### src/rtl/tia_pkg.sv
// Shared constants for the toggle-on-write interrupt aggregator.
// Assumes a 32-bit register bus; bit positions are fixed by software.
package tia_pkg;
    localparam int DATA_W      = 32;
    localparam int BIT_TX_EMPT = 2;
    localparam int BIT_TX_UNDR = 3;
    localparam int BIT_RX_FULL = 4;
    localparam int BIT_RX_OVR  = 5;
    localparam int BIT_TX_HALF = 6;
    localparam int BIT_RX_NEMP = 8;

    typedef enum logic [1:0] {
        SEL_STATUS = 2'd0,
        SEL_ENABLE = 2'd1,
        SEL_GATE   = 2'd2,
        SEL_NONE   = 2'd3
    } reg_sel_e;
endpackage

### src/rtl/tia_status_reg.sv
// Pending-status register. Each bit is XOR-toggled by a write and
// then OR-ed with its set request, so a set wins over a toggle.
// Assumes set_i is already aligned to status bit positions.
module tia_status_reg #(
    parameter int W = 32
) (
    input  logic         clk,
    input  logic         rst_n,
    input  logic         tgl_en_i,
    input  logic [W-1:0] tgl_val_i,
    input  logic [W-1:0] set_i,
    output logic [W-1:0] q_o
);
    for (genvar b = 0; b < W; b++) begin : g_bit
        logic bit_q;
        // Per-bit update: reset, toggle, then set.
        always_ff @(posedge clk) begin
            if (!rst_n)
                bit_q <= 1'b0;
            else
                bit_q <= (tgl_en_i ? (bit_q ^ tgl_val_i[b]) : bit_q) | set_i[b];
        end
        assign q_o[b] = bit_q;
    end
endmodule

### src/rtl/tia_plain_reg.sv
// Plain storage register written whole when its strobe is high.
// Assumes a synchronous active-low reset to zero.
module tia_plain_reg #(
    parameter int W = 32
) (
    input  logic         clk,
    input  logic         rst_n,
    input  logic         we_i,
    input  logic [W-1:0] d_i,
    output logic [W-1:0] q_o
);
    // Load on write, clear on reset.
    always_ff @(posedge clk) begin
        if (!rst_n)
            q_o <= '0;
        else if (we_i)
            q_o <= d_i;
    end
endmodule

### src/rtl/tia_irq_out.sv
// Registered interrupt line: high when any enabled status bit is
// pending and the gate bit is one. Assumes one cycle of latency is fine.
module tia_irq_out #(
    parameter int W = 32
) (
    input  logic         clk,
    input  logic         rst_n,
    input  logic [W-1:0] status_i,
    input  logic [W-1:0] enable_i,
    input  logic         gate_i,
    output logic         irq_o
);
    logic any_pend;
    // Reduce the masked status to one bit.
    always_comb any_pend = |(status_i & enable_i);

    // Register the gated request.
    always_ff @(posedge clk) begin
        if (!rst_n)
            irq_o <= 1'b0;
        else
            irq_o <= any_pend & gate_i;
    end
endmodule

### src/rtl/spi_irq_toggle_agg.sv
// Interrupt aggregator for a serial controller: status with toggle
// writes and set sources, an enable mask, a gate register whose top
// bit qualifies the registered interrupt line. Assumes the parent has
// decoded the bus to reg_sel/reg_wr and that event inputs are pulses.
module spi_irq_toggle_agg
    import tia_pkg::*;
#(
    parameter int W = DATA_W
) (
    input  logic         clk,
    input  logic         rst_n,
    input  logic [1:0]   reg_sel,
    input  logic         reg_wr,
    input  logic [W-1:0] reg_wdata,
    output logic [W-1:0] reg_rdata,
    input  logic         tx_empty_i,
    input  logic         tx_underrun_i,
    input  logic         rx_overrun_i,
    input  logic         tx_half_i,
    input  logic         xfer_done_i,
    input  logic         rx_nonempty_i,
    input  logic         rx_full_i,
    output logic         irq_o
);
    localparam int GATE_BIT = W - 1;

    logic [W-1:0] set_vec;
    logic [W-1:0] st_q, en_q, gate_q;
    logic         wr_st, wr_en, wr_gate;

    // Map sources onto their status bit positions.
    always_comb begin
        set_vec              = '0;
        set_vec[BIT_TX_EMPT] = tx_empty_i | xfer_done_i;
        set_vec[BIT_TX_UNDR] = tx_underrun_i;
        set_vec[BIT_RX_FULL] = rx_full_i;
        set_vec[BIT_RX_OVR]  = rx_overrun_i;
        set_vec[BIT_TX_HALF] = tx_half_i;
        set_vec[BIT_RX_NEMP] = rx_nonempty_i | xfer_done_i;
    end

    // Decode write strobes per register.
    always_comb begin
        wr_st   = reg_wr && (reg_sel == SEL_STATUS);
        wr_en   = reg_wr && (reg_sel == SEL_ENABLE);
        wr_gate = reg_wr && (reg_sel == SEL_GATE);
    end

    tia_status_reg #(.W(W)) u_status (
        .clk(clk), .rst_n(rst_n), .tgl_en_i(wr_st), .tgl_val_i(reg_wdata),
        .set_i(set_vec), .q_o(st_q)
    );

    tia_plain_reg #(.W(W)) u_enable (
        .clk(clk), .rst_n(rst_n), .we_i(wr_en), .d_i(reg_wdata), .q_o(en_q)
    );

    tia_plain_reg #(.W(W)) u_gate (
        .clk(clk), .rst_n(rst_n), .we_i(wr_gate), .d_i(reg_wdata), .q_o(gate_q)
    );

    tia_irq_out #(.W(W)) u_irq (
        .clk(clk), .rst_n(rst_n), .status_i(st_q), .enable_i(en_q),
        .gate_i(gate_q[GATE_BIT]), .irq_o(irq_o)
    );

    // Read multiplexer; unused select reads zero.
    always_comb begin
        unique case (reg_sel)
            SEL_STATUS: reg_rdata = st_q;
            SEL_ENABLE: reg_rdata = en_q;
            SEL_GATE:   reg_rdata = gate_q;
            default:    reg_rdata = '0;
        endcase
    end
endmodule

### config.mk
export PLATFORM = sky130hd
export DESIGN_NAME = spi_irq_toggle_agg
export DESIGN_NICKNAME = d
export VERILOG_FILES = /design/src/rtl/tia_pkg.sv /design/src/rtl/tia_status_reg.sv /design/src/rtl/tia_plain_reg.sv /design/src/rtl/tia_irq_out.sv /design/src/rtl/spi_irq_toggle_agg.sv
export SDC_FILE = /design/constraint.sdc
export NUM_CORES = 1
export LEC_CHECK = 0
export BUFFER_PORTS_ARGS = -buffer_cell sky130_fd_sc_hd__buf_2
export CORE_MARGIN = 3
export CORE_UTILIZATION = 50
export CTS_CLUSTER_DIAMETER = 80
export DETAILED_ROUTE_END_ITERATION = 7
export GPL_ROUTABILITY_DRIVEN = 0
export PLACE_DENSITY = 0.75
export REMOVE_ABC_BUFFERS = 1
export SLEW_MARGIN = 10
export SYNTH_ARGS = -nofsm -noshare
export SYNTH_HDL_FRONTEND = slang
export SYNTH_SLANG_ARGS = --single-unit
### constraint.sdc
create_clock -name clk -period 1.6 [get_ports clk]
set_input_delay 0.4 -clock clk [delete_from_list [all_inputs] [get_ports clk]]
set_output_delay 0.4 -clock clk [all_outputs]
set_load 0.01 [all_outputs]
# Word level (Yosys, flattened, before mapping)
# Cells that the tools add are included.
[word_totals] out_inout_bits=33 inputBits=44 ff_bits=97 wordCells=91
[op_classes] muxes=7 reduce_logical=5 eq_ne=2 bitwise_logic=42
[ops] operator="case mux 32 bit (3 select lines)" n=1
[ops] operator="bitwise AND 32 bit" n=1
[ops] operator="OR reduction 32 bit" n=1
[ops] operator="bitwise XOR 1 bit" n=32
[ops] operator="OR 1 bit" n=8
[ops] operator="two-way mux 1 bit" n=6
[ops] operator="logical AND 1 bit" n=3
[ops] operator="== test 2 x 1 -> 1 bit, second input constant" n=1
[ops] operator="== test 2 bit, second input constant" n=1
[ops] operator="zero test 2 bit" n=1
[ops] operator="bitwise AND 1 bit" n=1

# Logic depth before layout (Yosys ltp)
# Gate-level depths: netlist (run 1).
[depth] depth_word=4 mapped_depth=8 mapped_depth_nobuf=4

# Hierarchy
# From an unflattened synthesis (run 1), not the netlist that was laid out.
[unflattened] hier_cells=480 area_unflattened_um2=5170.0
[by_module_without_submodules] mod="tia_plain_reg" n_inst=2 area_each_um2=1243.7 cells_each=103 seq_area_each_um2=640.6
[by_module_without_submodules] mod="tia_status_reg" n_inst=1 area_each_um2=1712.9 cells_each=170 seq_area_each_um2=640.6
[by_module_without_submodules] mod="spi_irq_toggle_agg" n_inst=1 area_each_um2=765.7 cells_each=83 seq_area_each_um2=0.0
[by_module_without_submodules] mod="tia_irq_out" n_inst=1 area_each_um2=203.9 cells_each=21 seq_area_each_um2=20.0

# Worst setup path before layout (run 1)
# No wires, ideal clock.
[synth_timing] path_type="input to output" from="input port reg_sel[0]" to="output port reg_rdata[10]" setup_slack_ns=-0.069 arrival_ns=1.269 path_stages=6 t_required_ns=1.200 cell_sequence="buf_2 -> nor2b_1 -> buf_2 -> clkbuf_1 -> nand2_1 -> o21ai_0"
[synth_via] elab_chain_cells=2
[synth_lines] item="from (decl)" line="spi_irq_toggle_agg.sv:12" text="input logic [1:0] reg_sel,"
[synth_lines] item="== test 2 bit (tied with other cells)" line="spi_irq_toggle_agg.sv:69" text="unique case (reg_sel)"
[synth_lines] item="case mux 32 bit (3 select lines) *" line="spi_irq_toggle_agg.sv:69"
[synth_lines] item="to (decl)" line="spi_irq_toggle_agg.sv:15" text="output logic [W-1:0] reg_rdata,"
# Mark *: on every way between the ends. The rest lies on a longest branch, timed or not.

# Final worst setup path (run 1)
[layout_timing] from="input port reg_sel[1]" to="output port reg_rdata[31]"
# The elaborated chain is that of the path after synthesis.

==> impl_metrics.tcl, run 1 <==
set metrics [dict create \
    insertion_delay_to_the_later_sink_of_the_worst_skew_pair_ns 0.35 \
    power.ir.vdd_worst_uv 473 \
    cts_root_cell "clkbuf_8" \
    p_leak_nw 2.13 \
    cellInternalPower_w 0.00358 \
    outcome "finished, violations left" \
    power.switching_w 0.00120 \
    arrival_ns 1.20 \
    dpl.hpwl_mm 7.79 \
    worst_slack_ns -0.000298 \
    worst_setup_path_startpoint "reg_sel[1]" \
    commonest_register_cell_after_synthesis "dfxtp_1" \
    synth-seq-area-share_pct 43.3 \
    groute.usage.overall_pct 22.6 \
    max-clock-path-buffers 2 \
    dieHeight_um 101 \
    tritoncts_clock_tree "built" \
    postRouteAntennaNets 0 \
    final_period_minus_worst_setup_slack_ns 1.60 \
    top_level_ports 77 \
    violations_in_the_final_reports "negative setup slack" \
    max_stage_delay_ns 0.20 \
    first_global_vias 3816 \
    synth.yosys.warnings 0 \
    synthesis.instances 545 \
    tightest_slew_ns 0.338 \
    highest_clock_frequency_the_design_can_meet_mhz 625 \
    power.share.switching_pct 25.1 \
    hold_path.startpoint "tx_half_i" \
    rows 33 \
    worstPathMaxFanout 25 \
    coreArea_mm2 0.00846 \
    max_cap_violations 0 \
    x_dimension_of_the_die_um 101 \
    final_cell_area_mm2 0.00538 \
    asyncSetResetFlopFracSynth_pct 0 \
    cts_buffers 9 \
    final_nets 665 \
    remaining_drc_errors 0 \
    finalMaxSlewViolations 0 \
    avgSynthCellArea_um2 8.23 \
    drive_gt1_share_pct 21.4 \
    numClockSinks 97 \
    worst_min_delay_path_category "in -> reg" \
    fin_worst_skew_ns 0.00720 \
    setup_tns_ns -0.000298 \
    share_seq_of_total_power_pct 53.8 \
    drt_wl_cell_um 15.1 \
    timing.rr.start "u_status.g_bit[21].bit_q" \
    timing.critical_path.to_type "primary output" \
    pin_count_of_the_biggest_net_entering_global_routing 98 \
    timing.hold.ws_ns 0.256 \
    total_power_w 0.00479 \
    yosysMostFrequentCell "nand2_1" \
    synth_top_area_cell "dfxtp_1" \
    detail_route.wirelength_mm 11.0 \
    cells_taking_the_most_area_after_synthesis "dfxtp_1 43%, nand2_1 16%, mux2i_1 7.1%" \
    io_buffers 76 \
    grt_setup_unrepaired "true" \
    cts.clk_slew.worst_paths_ns 0.09 \
    grt_pass1_wl_mm 18.3 \
    netlist_area_mm2 0.00449 \
    synth_cell_types 23 \
    vias 3885 \
    clock_power_share_pct 34.0 \
    critical_path.top_delay_family "buffers and inverters" \
    first_iter_violations 209 \
    grt-ovfl-total 0 \
    initial_core_util_pct 53.0 \
    p_per_area_mw_per_mm2 890 \
    n_fill_cell 728 \
    finalSetupViolCount 1 \
    critical_path.slowest_cell "nor2b_4" \
    critPathKind "in -> out" \
    synth-seq-cells 97 \
    antenna_found_initial 0 \
    synth-edff-count 0 \
    synthesis_to_layout_area_growth_pct 19.9 \
    worstSetupStartpointType "input port" \
    final_hold_viol_count 0 \
    placed_area_mm2 0.00512 \
    final_cycle_share_pct 100 \
    routed_via_density 5.32 \
    timing.max_slew.rel_slack_pct 77.5 \
    drt_pass1_iterations 5 \
    cts_hold_buf 0 \
    critical_path.n_buffers_inverters 3 \
    required_worst_endpoint_ns 1.20 \
    antenna_cells_inserted 0 \
    cts_htree_levels 3 \
    final_util_pct 63.6 \
    worst_path_cell_chain "buf_8 > nor2b_4 > buf_12 > nand2_1 > o21ai_0 > buf_2" \
    power.share.combinational_pct 12.2 \
    design.die.area_mm2 0.0101 \
    netlist.area_leader.share_pct 43.3 \
    ys_top_cells_by_count "193 x nand2_1, 97 x dfxtp_1, 34 x a21boi_0" \
]
[sequential cells by signal (all words and copies together) (netlist names)]
signal                cells
u_enable.q_o             32
u_irq.irq_o               1
u_gate.q_o               32
u_status.g_bit.bit_q     32
[repair_timing]
action | in CTS | in global routing
setup endpoints to repair | 32 | 29
setup buffers | 0 | 0
pin swaps | 0 | 0
resized for setup | 7 | 30
[final timing paths]
kind              cells past startpoint                      end  slack [ns]
setup / recovery                      6            reg_rdata[31]     -0.0003
hold / removal                        2  u_status.g_bit[6].bit_q        0.26
setup reg to reg                      5              u_irq.irq_o        0.08
hold reg to reg                       2           u_gate.q_o[10]        0.46
[cells in the final DEF (no fill, tap or decap), types with 10 or more instances in the layout]
master and instances:
a21boi_0 34, o21ai_1 14, dfxtp_1 87, and2_1 27, xnor2_1 32, clkbuf_8 11
buf_4 19, mux2i_1 28, nand2_1 193, dfxtp_2 10, buf_2 74, o21ai_0 18
a21boi_1 30
[metrics by stage]
| stage | worst slack (ns) | std cells |
|---|---|---|
| after floorplan | -1.13 | 507 |
| after global placement | -0.133 | 715 |
| after detailed placement | -0.153 | 715 |
| after CTS | -0.0192 | 730 |
| after global routing | -0.0592 | 730 |
| final | -0.000298 | 730 |
[final cells by class]
class,instances,area (um2),share of cell area (%)
multi-input combinational,410,2400,44.7
sequential,97,1950,36.3
timing repair buffer,103,686,12.7
clock buffer,11,151,2.81
tap,105,131,2.44
clock inverter,4,52.6,0.977
[cell families after synthesis]
family                    share of synthesized area (%)
and+or+nand+nor                                    21.1
muxes                                              7.14
DFF                                                43.3
buffers and inverters                              3.76
AOI/OAI and AO/OA                                  18.5
xor gates and xnor gates                           6.25
[worst reg2reg max path: cells and delay by family, from the launching register on]
family	cells	cell delay (ns)
buffers and inverters	1	0.17
DFF	1	0.35
AOI/OAI and AO/OA	3	0.84
and+or+nand+nor	1	0.07
[power groups by stage]
stage	Combinational [W]	Clock, W	Sequential, W
2_1_floorplan	0.000266	0	0.00261
3_3_place_gp	0.000554	0	0.00262
3_5_place_dp	0.000567	0	0.00263
4_1_cts	0.000578	0.00167	0.00257
5_1_grt	0.000644	0.00177	0.00259
6_report	0.000582	0.00163	0.00258
[per-layer routing]
| metal | routed length (um) | track usage [%] | vias to the layer above |
|---|---|---|---|
| li1 | - | - | 1948 |
| met1 | 4920 | 29.5 | 1830 |
| met2 | 5450 | 38.2 | 95 |
| met3 | 483 | 4.08 | 12 |
| met4 | 155 | 6.32 | 0 |
| met5 | 0 | 0 | - |
(Power assumes the default switching activity.)
==> inputs of run 2 (changes only) <==
--- a/config.mk
+++ b/config.mk
@@ -12,6 +12,7 @@
 export DETAILED_ROUTE_END_ITERATION = 7
 export GPL_ROUTABILITY_DRIVEN = 0
 export PLACE_DENSITY = 0.75
+export RECOVER_POWER = 25
 export REMOVE_ABC_BUFFERS = 1
 export SLEW_MARGIN = 10
 export SYNTH_ARGS = -nofsm -noshare
==> run 2 against run 1 <==
Effect of this change: sequential power hardly changed; largest power group unchanged; design area barely moved; combinational power is essentially flat; clock skew hardly changed; critical path type unchanged; clock power hardly changed; the run still ends with negative setup slack left; worst hold slack about the same.
==> impl_metrics.tcl, run 2 (same netlist as run 1, synthesis figures left out) <==
set metrics [dict create \
    outcome "finished, violations left" \
    violations_in_the_final_reports "negative setup slack" \
    vias 3880 \
    cts_hold_buf 0 \
    power.share.combinational_pct 12.2 \
    top_level_ports 77 \
    critPathKind "in -> out" \
    power.share.switching_pct 25.1 \
    mostFrequentLayoutCell "nand2_1" \
    drive_gt1_share_pct 21.4 \
    share_seq_of_total_power_pct 53.8 \
    cts_root_cell "clkbuf_8" \
    detail_route.wirelength_mm 11.0 \
    worst_slack_ns -0.00227 \
    dpl.hpwl_mm 7.79 \
    cts_htree_levels 3 \
    cts_buffers 9 \
    groute.usage.overall_pct 22.6 \
    most-common-layout-cells "193 x nand2_1, 87 x dfxtp_1, 74 x buf_2" \
    worst_min_delay_path_category "in -> reg" \
    final_period_minus_worst_setup_slack_ns 1.60 \
    antenna_cells_inserted 0 \
    timing.critical_path.to_type "primary output" \
    cts.clk_slew.worst_paths_ns 0.09 \
    final_nets 665 \
    x_dimension_of_the_die_um 101 \
    first_global_vias 3816 \
    final_hold_viol_count 0 \
    dieHeight_um 101 \
    first_iter_violations 206 \
    antenna_found_initial 0 \
    timing.max_slew.rel_slack_pct 71.5 \
    finalSetupViolCount 1 \
    initial_core_util_pct 53.0 \
    routed_via_density 5.32 \
    reg.largest.list "u_enable.q_o (32), u_gate.q_o (32), u_status.g_bit.bit_q (32)" \
    grt_setup_unrepaired "true" \
    postRouteAntennaNets 0 \
    insertion_delay_to_the_later_sink_of_the_worst_skew_pair_ns 0.35 \
    p_leak_nw 2.13 \
    power.ir.vdd_worst_uv 473 \
    remaining_drc_errors 0 \
    p_per_area_mw_per_mm2 890 \
    io_buffers 76 \
    finalMaxSlewViolations 0 \
    cts-resized-gates 7 \
    pin_count_of_the_biggest_net_entering_global_routing 98 \
    reg2reg_slack_ns 0.08 \
    tightest_slew_ns 0.428 \
    worstPathMaxFanout 25 \
    required_worst_endpoint_ns 1.20 \
    numClockSinks 97 \
    fin_worst_skew_ns 0.00713 \
    coreArea_mm2 0.00846 \
    detailedPlace.worstSlack_ns -0.153 \
    highest_clock_frequency_the_design_can_meet_mhz 624 \
    drt_pass1_iterations 5 \
    arrival_ns 1.20 \
    clock_power_share_pct 34.0 \
    number_of_buffers_inserted_to_repair_setup_after_cts 0 \
    power.switching_w 0.00120 \
    grt-ovfl-total 0 \
    max_cap_violations 0 \
    setup_tns_ns -0.00227 \
    synthesis_to_layout_area_growth_pct 19.9 \
    post-place-cells 715 \
    tritoncts_clock_tree "built" \
    max-clock-path-buffers 2 \
    drt_wl_cell_um 15.1 \
    worstSetupStartpointType "input port" \
    rows 33 \
    design.die.area_mm2 0.0101 \
    cellInternalPower_w 0.00358 \
    grt_pass1_wl_mm 18.3 \
    final_cycle_share_pct 100 \
    finalNonFillerCells 730 \
]
## run 2: cell count changes in the layout (fill, tap and decap cells not counted), sizes merged
cell,delta
buf,-1
clkbuf,+1
## run 2: power by group through the flow
stage          sequential [W]  combinational, W  clock, W
6_report              0.00258          0.000582   0.00163
4_1_cts               0.00257          0.000578   0.00167
3_5_place_dp          0.00263          0.000567         0
5_1_grt               0.00259          0.000643   0.00177
2_1_floorplan         0.00261          0.000266         0
3_3_place_gp          0.00262          0.000554         0
## run 2: cell type report
type | instances | area [um2]
clock buffers | 11 | 151
clock inverters | 4 | 52.6
fillers | 729 | 3090
multi-input cells | 410 | 2400
flip-flops and latches | 97 | 1950
well taps | 105 | 131
repair buffers | 103 | 683
## run 2: critical path, cell delays in order
cell and delay [ns]:
buf_8 0.10, nor2b_4 0.20, buf_12 0.19, nand2_1 0.06, o21ai_0 0.08, buf_2 0.16
## run 2: stage by stage
step	instance area (um2)	power (W)	util [%]	hold slack [ns]
2_1_floorplan	4320	0.00288	-	0.435
3_3_place_gp	5120	0.00318	60.4	0.440
3_5_place_dp	5120	0.00319	60.4	0.445
4_1_cts	5350	0.00482	63.1	0.242
5_1_grt	5380	0.00500	63.5	0.250
6_report	5380	0.00479	63.5	0.256
## run 2: worst paths after layout
kind | from | endpoint | depth (start not counted)
min reg2reg | u_gate.q_o[10] | u_gate.q_o[10] | 2
max | reg_sel[1] | reg_rdata[31] | 6
max reg2reg | u_status.g_bit[21].bit_q | u_irq.irq_o | 5
min | tx_half_i | u_status.g_bit[6].bit_q | 2
## run 2: layer usage
layer,track usage (%),share of wire (%),vias up,routed length (um)
met5,0,0,-,0
met4,6.32,1.2,0,131
met3,4.08,4.4,10,484
met2,38.2,50,88,5480
met1,29.5,45,1833,4940
li1,-,-,1949,-
==> inputs of run 3 (changes only) <==
--- a/config.mk
+++ b/config.mk
@@ -5,6 +5,7 @@
 export SDC_FILE = /design/constraint.sdc
 export NUM_CORES = 1
 export LEC_CHECK = 0
+export ABC_AREA = 0
 export BUFFER_PORTS_ARGS = -buffer_cell sky130_fd_sc_hd__buf_2
 export CORE_MARGIN = 3
 export CORE_UTILIZATION = 50
==> constraint.sdc (replaced) <==
create_clock -name clk -period 1.4 [get_ports clk]
set_input_delay 0.07 -clock clk [delete_from_list [all_inputs] [get_ports clk]]
set_output_delay 0.07 -clock clk [all_outputs]
set_load 0.01 [all_outputs]
==> run 3 against run 2 <==
Effect of this change: combinational power rose by 25%; sequential cell count did not move; cell count rose by 6.2%; sequential power rose by 14%; design area rose by 5.6%; setup slack improved by 0.057 ns; largest power group unchanged; wire length rose by 4.4%; via count rose by 5.3%; clock skew fell by 0.0021 ns; die area did not move; highest routed layer unchanged; critical path depth fell by 2; the flow now finishes without violations; global-route usage rose by 0.94 points.
==> impl_metrics.tcl, run 3 (same netlist as run 1, synthesis figures left out) <==
set metrics [dict create \
    register_area_mm2 0.00194 \
    final_period_minus_worst_setup_slack_ns 1.35 \
    worst_r2r_path_depth 4 \
    io_buffers 76 \
    final_cycle_share_pct 96.1 \
    antenna_found_initial 0 \
    hold_path.startpoint "rst_n" \
    groute.usage.overall_pct 23.5 \
    placed_area_mm2 0.00510 \
    cts_buffers 9 \
    hold_path_end "u_status.g_bit[8].bit_q" \
    numClockSinks 97 \
    synthesis_to_layout_area_growth_pct 26.5 \
    cellInternalPower_w 0.00409 \
    drt_pass1_iterations 4 \
    grt_setup_unrepaired "false" \
    critical_path.slowest_cell "dfxtp_2" \
    dieHeight_um 101 \
    critical_path.n_buffers_inverters 0 \
    worst_path_cell_chain "a22o_1 > a221oi_2 > nand4_1 > o311a_1" \
    met1_use_gr_pct 30.6 \
    design.die.area_mm2 0.0101 \
    clock_power_share_pct 33.1 \
    coreArea_mm2 0.00846 \
    worstPathMaxFanout 2 \
    first_iter_violations 266 \
    antenna_cells_inserted 0 \
    reg.largest.list "u_enable.q_o (32), u_gate.q_o (32), u_status.g_bit.bit_q (32)" \
    drive_gt1_share_pct 18.2 \
    required_worst_endpoint_ns 1.64 \
    initial_core_util_pct 53.0 \
    p_per_area_mw_per_mm2 963 \
    timing.rr.end "u_irq.irq_o" \
    power.share.switching_pct 25.2 \
    max-clock-path-buffers 2 \
    share_seq_of_total_power_pct 53.6 \
    final_hold_viol_count 0 \
    final_nets 709 \
    tritoncts_clock_tree "built" \
    worst_slack_ns 0.0545 \
    highest_clock_frequency_the_design_can_meet_mhz 743 \
    grt_pass1_wl_mm 19.1 \
    arrival_ns 1.59 \
    remaining_drc_errors 0 \
    fin_worst_skew_ns 0.00500 \
    rows 33 \
    mostFrequentLayoutCell "nand2_1" \
    max_cap_violations 0 \
    worstSetupStartpointType "flop" \
    postRouteAntennaNets 0 \
    routed_via_density 5.27 \
    outcome "complete, no violations" \
    cts_root_cell "clkbuf_8" \
    drt_wl_cell_um 14.9 \
    top_level_ports 77 \
    insertion_delay_to_the_later_sink_of_the_worst_skew_pair_ns 0.35 \
    holdPathStages 3 \
    cts_htree_levels 3 \
    timing.rr.start "u_status.g_bit[21].bit_q" \
    pin_count_of_the_biggest_net_entering_global_routing 98 \
    area_of_the_multi_input_gates_mm2 0.00239 \
    grt-ovfl-total 0 \
    finalMaxSlewViolations 0 \
    timing.hold.ws_ns 0.193 \
    most-common-layout-cells "193 x nand2_1, 96 x dfxtp_1, 71 x buf_2" \
    n_fill_cell 712 \
    first_global_vias 4114 \
    use_met3_pct 3.67 \
    most_used_routing_layer "met2" \
    timing.critical_path.to_type "flop" \
    p_leak_nw 2.28 \
    vias 4084 \
    number_of_buffers_inserted_to_repair_setup_after_cts 0 \
    power.switching_w 0.00138 \
    tightest_slew_ns 0.646 \
    grtUsageMet2_pct 38.8 \
    worst_min_delay_path_category "in -> reg" \
    final_cell_area_mm2 0.00568 \
    critPathKind "reg -> reg" \
    power.ir.vdd_worst_uv 504 \
    max_stage_delay_ns 0.33 \
    power.share.combinational_pct 13.3 \
    finalSetupViolCount 0 \
    detail_route.wirelength_mm 11.5 \
    cts.clk_slew.worst_paths_ns 0.09 \
    dpl.hpwl_mm 7.65 \
    reg2reg_slack_ns 0.05 \
    detailedPlace.worstSlack_ns -0.111 \
    x_dimension_of_the_die_um 101 \
    critical_path.top_delay_family "compound AO/OA/AOI/OAI gates" \
    timing.max_slew.rel_slack_pct 56.9 \
]
[run 3: per-layer routing]
layer	routed length, um	part of all wire (%)
met2	5630	49
met1	5110	44
met3	558	4.8
met4	214	1.9
met5	0	0
[run 3: area by class of cell]
class	instances	share of cell area, %
sequential	97	34.2
tap	105	2.31
clock inverter	5	0.970
timing repair buffer	147	17.9
clock buffer	11	2.49
multi-input combinational	410	42.1
[run 3: stage by stage]
step | std cells | power [W] | util [%] | TNS (ns)
floorplan | 507 | 0.00329 | - | -42.67
global placement | 720 | 0.00362 | 60.3 | -0.0686
detailed placement | 720 | 0.00364 | 60.3 | -0.111
CTS | 775 | 0.00551 | 67.4 | 0
global route | 775 | 0.00571 | 67.1 | 0
finish | 775 | 0.00547 | 67.1 | 0
[run 3: timing repair]
action | CTS | global route
endpoints found under the hold margin | 67 | 0
setup endpoints to repair | 1 | 1
hold buffers | 39 | 0
resized for setup | 3 | 1
pin swaps | 2 | 0
[run 3: worst min-delay path: stages]
cell and delay [ns]:
buf_2 0.11, buf_12 0.18, o31a_1 0.13
[run 3: worst max path at each step]
stage / start / to / slack [ns] / cells past startpoint
5_1_grt: u_status.g_bit[1].bit_q / reg_rdata[1] / 0.004 / 4
3_5_place_dp: u_status.g_bit[21].bit_q / u_irq.irq_o / -0.11 / 4
4_1_cts: u_status.g_bit[21].bit_q / u_irq.irq_o / 0.03 / 4
3_3_place_gp: u_status.g_bit[21].bit_q / u_irq.irq_o / -0.07 / 4
6_report: u_status.g_bit[21].bit_q / u_irq.irq_o / 0.05 / 4
2_1_floorplan: reg_sel[1] / u_gate.q_o[0] / -1.0 / 4
[run 3: power by group through the flow]
stage          Sequential (W)  Clock [W]  Combinational [W]
4_1_cts               0.00293    0.00185           0.000732
2_1_floorplan         0.00298          0           0.000304
3_3_place_gp          0.00299          0           0.000632
5_1_grt               0.00295    0.00197           0.000796
3_5_place_dp          0.00300          0           0.000647
6_report              0.00293    0.00181           0.000725
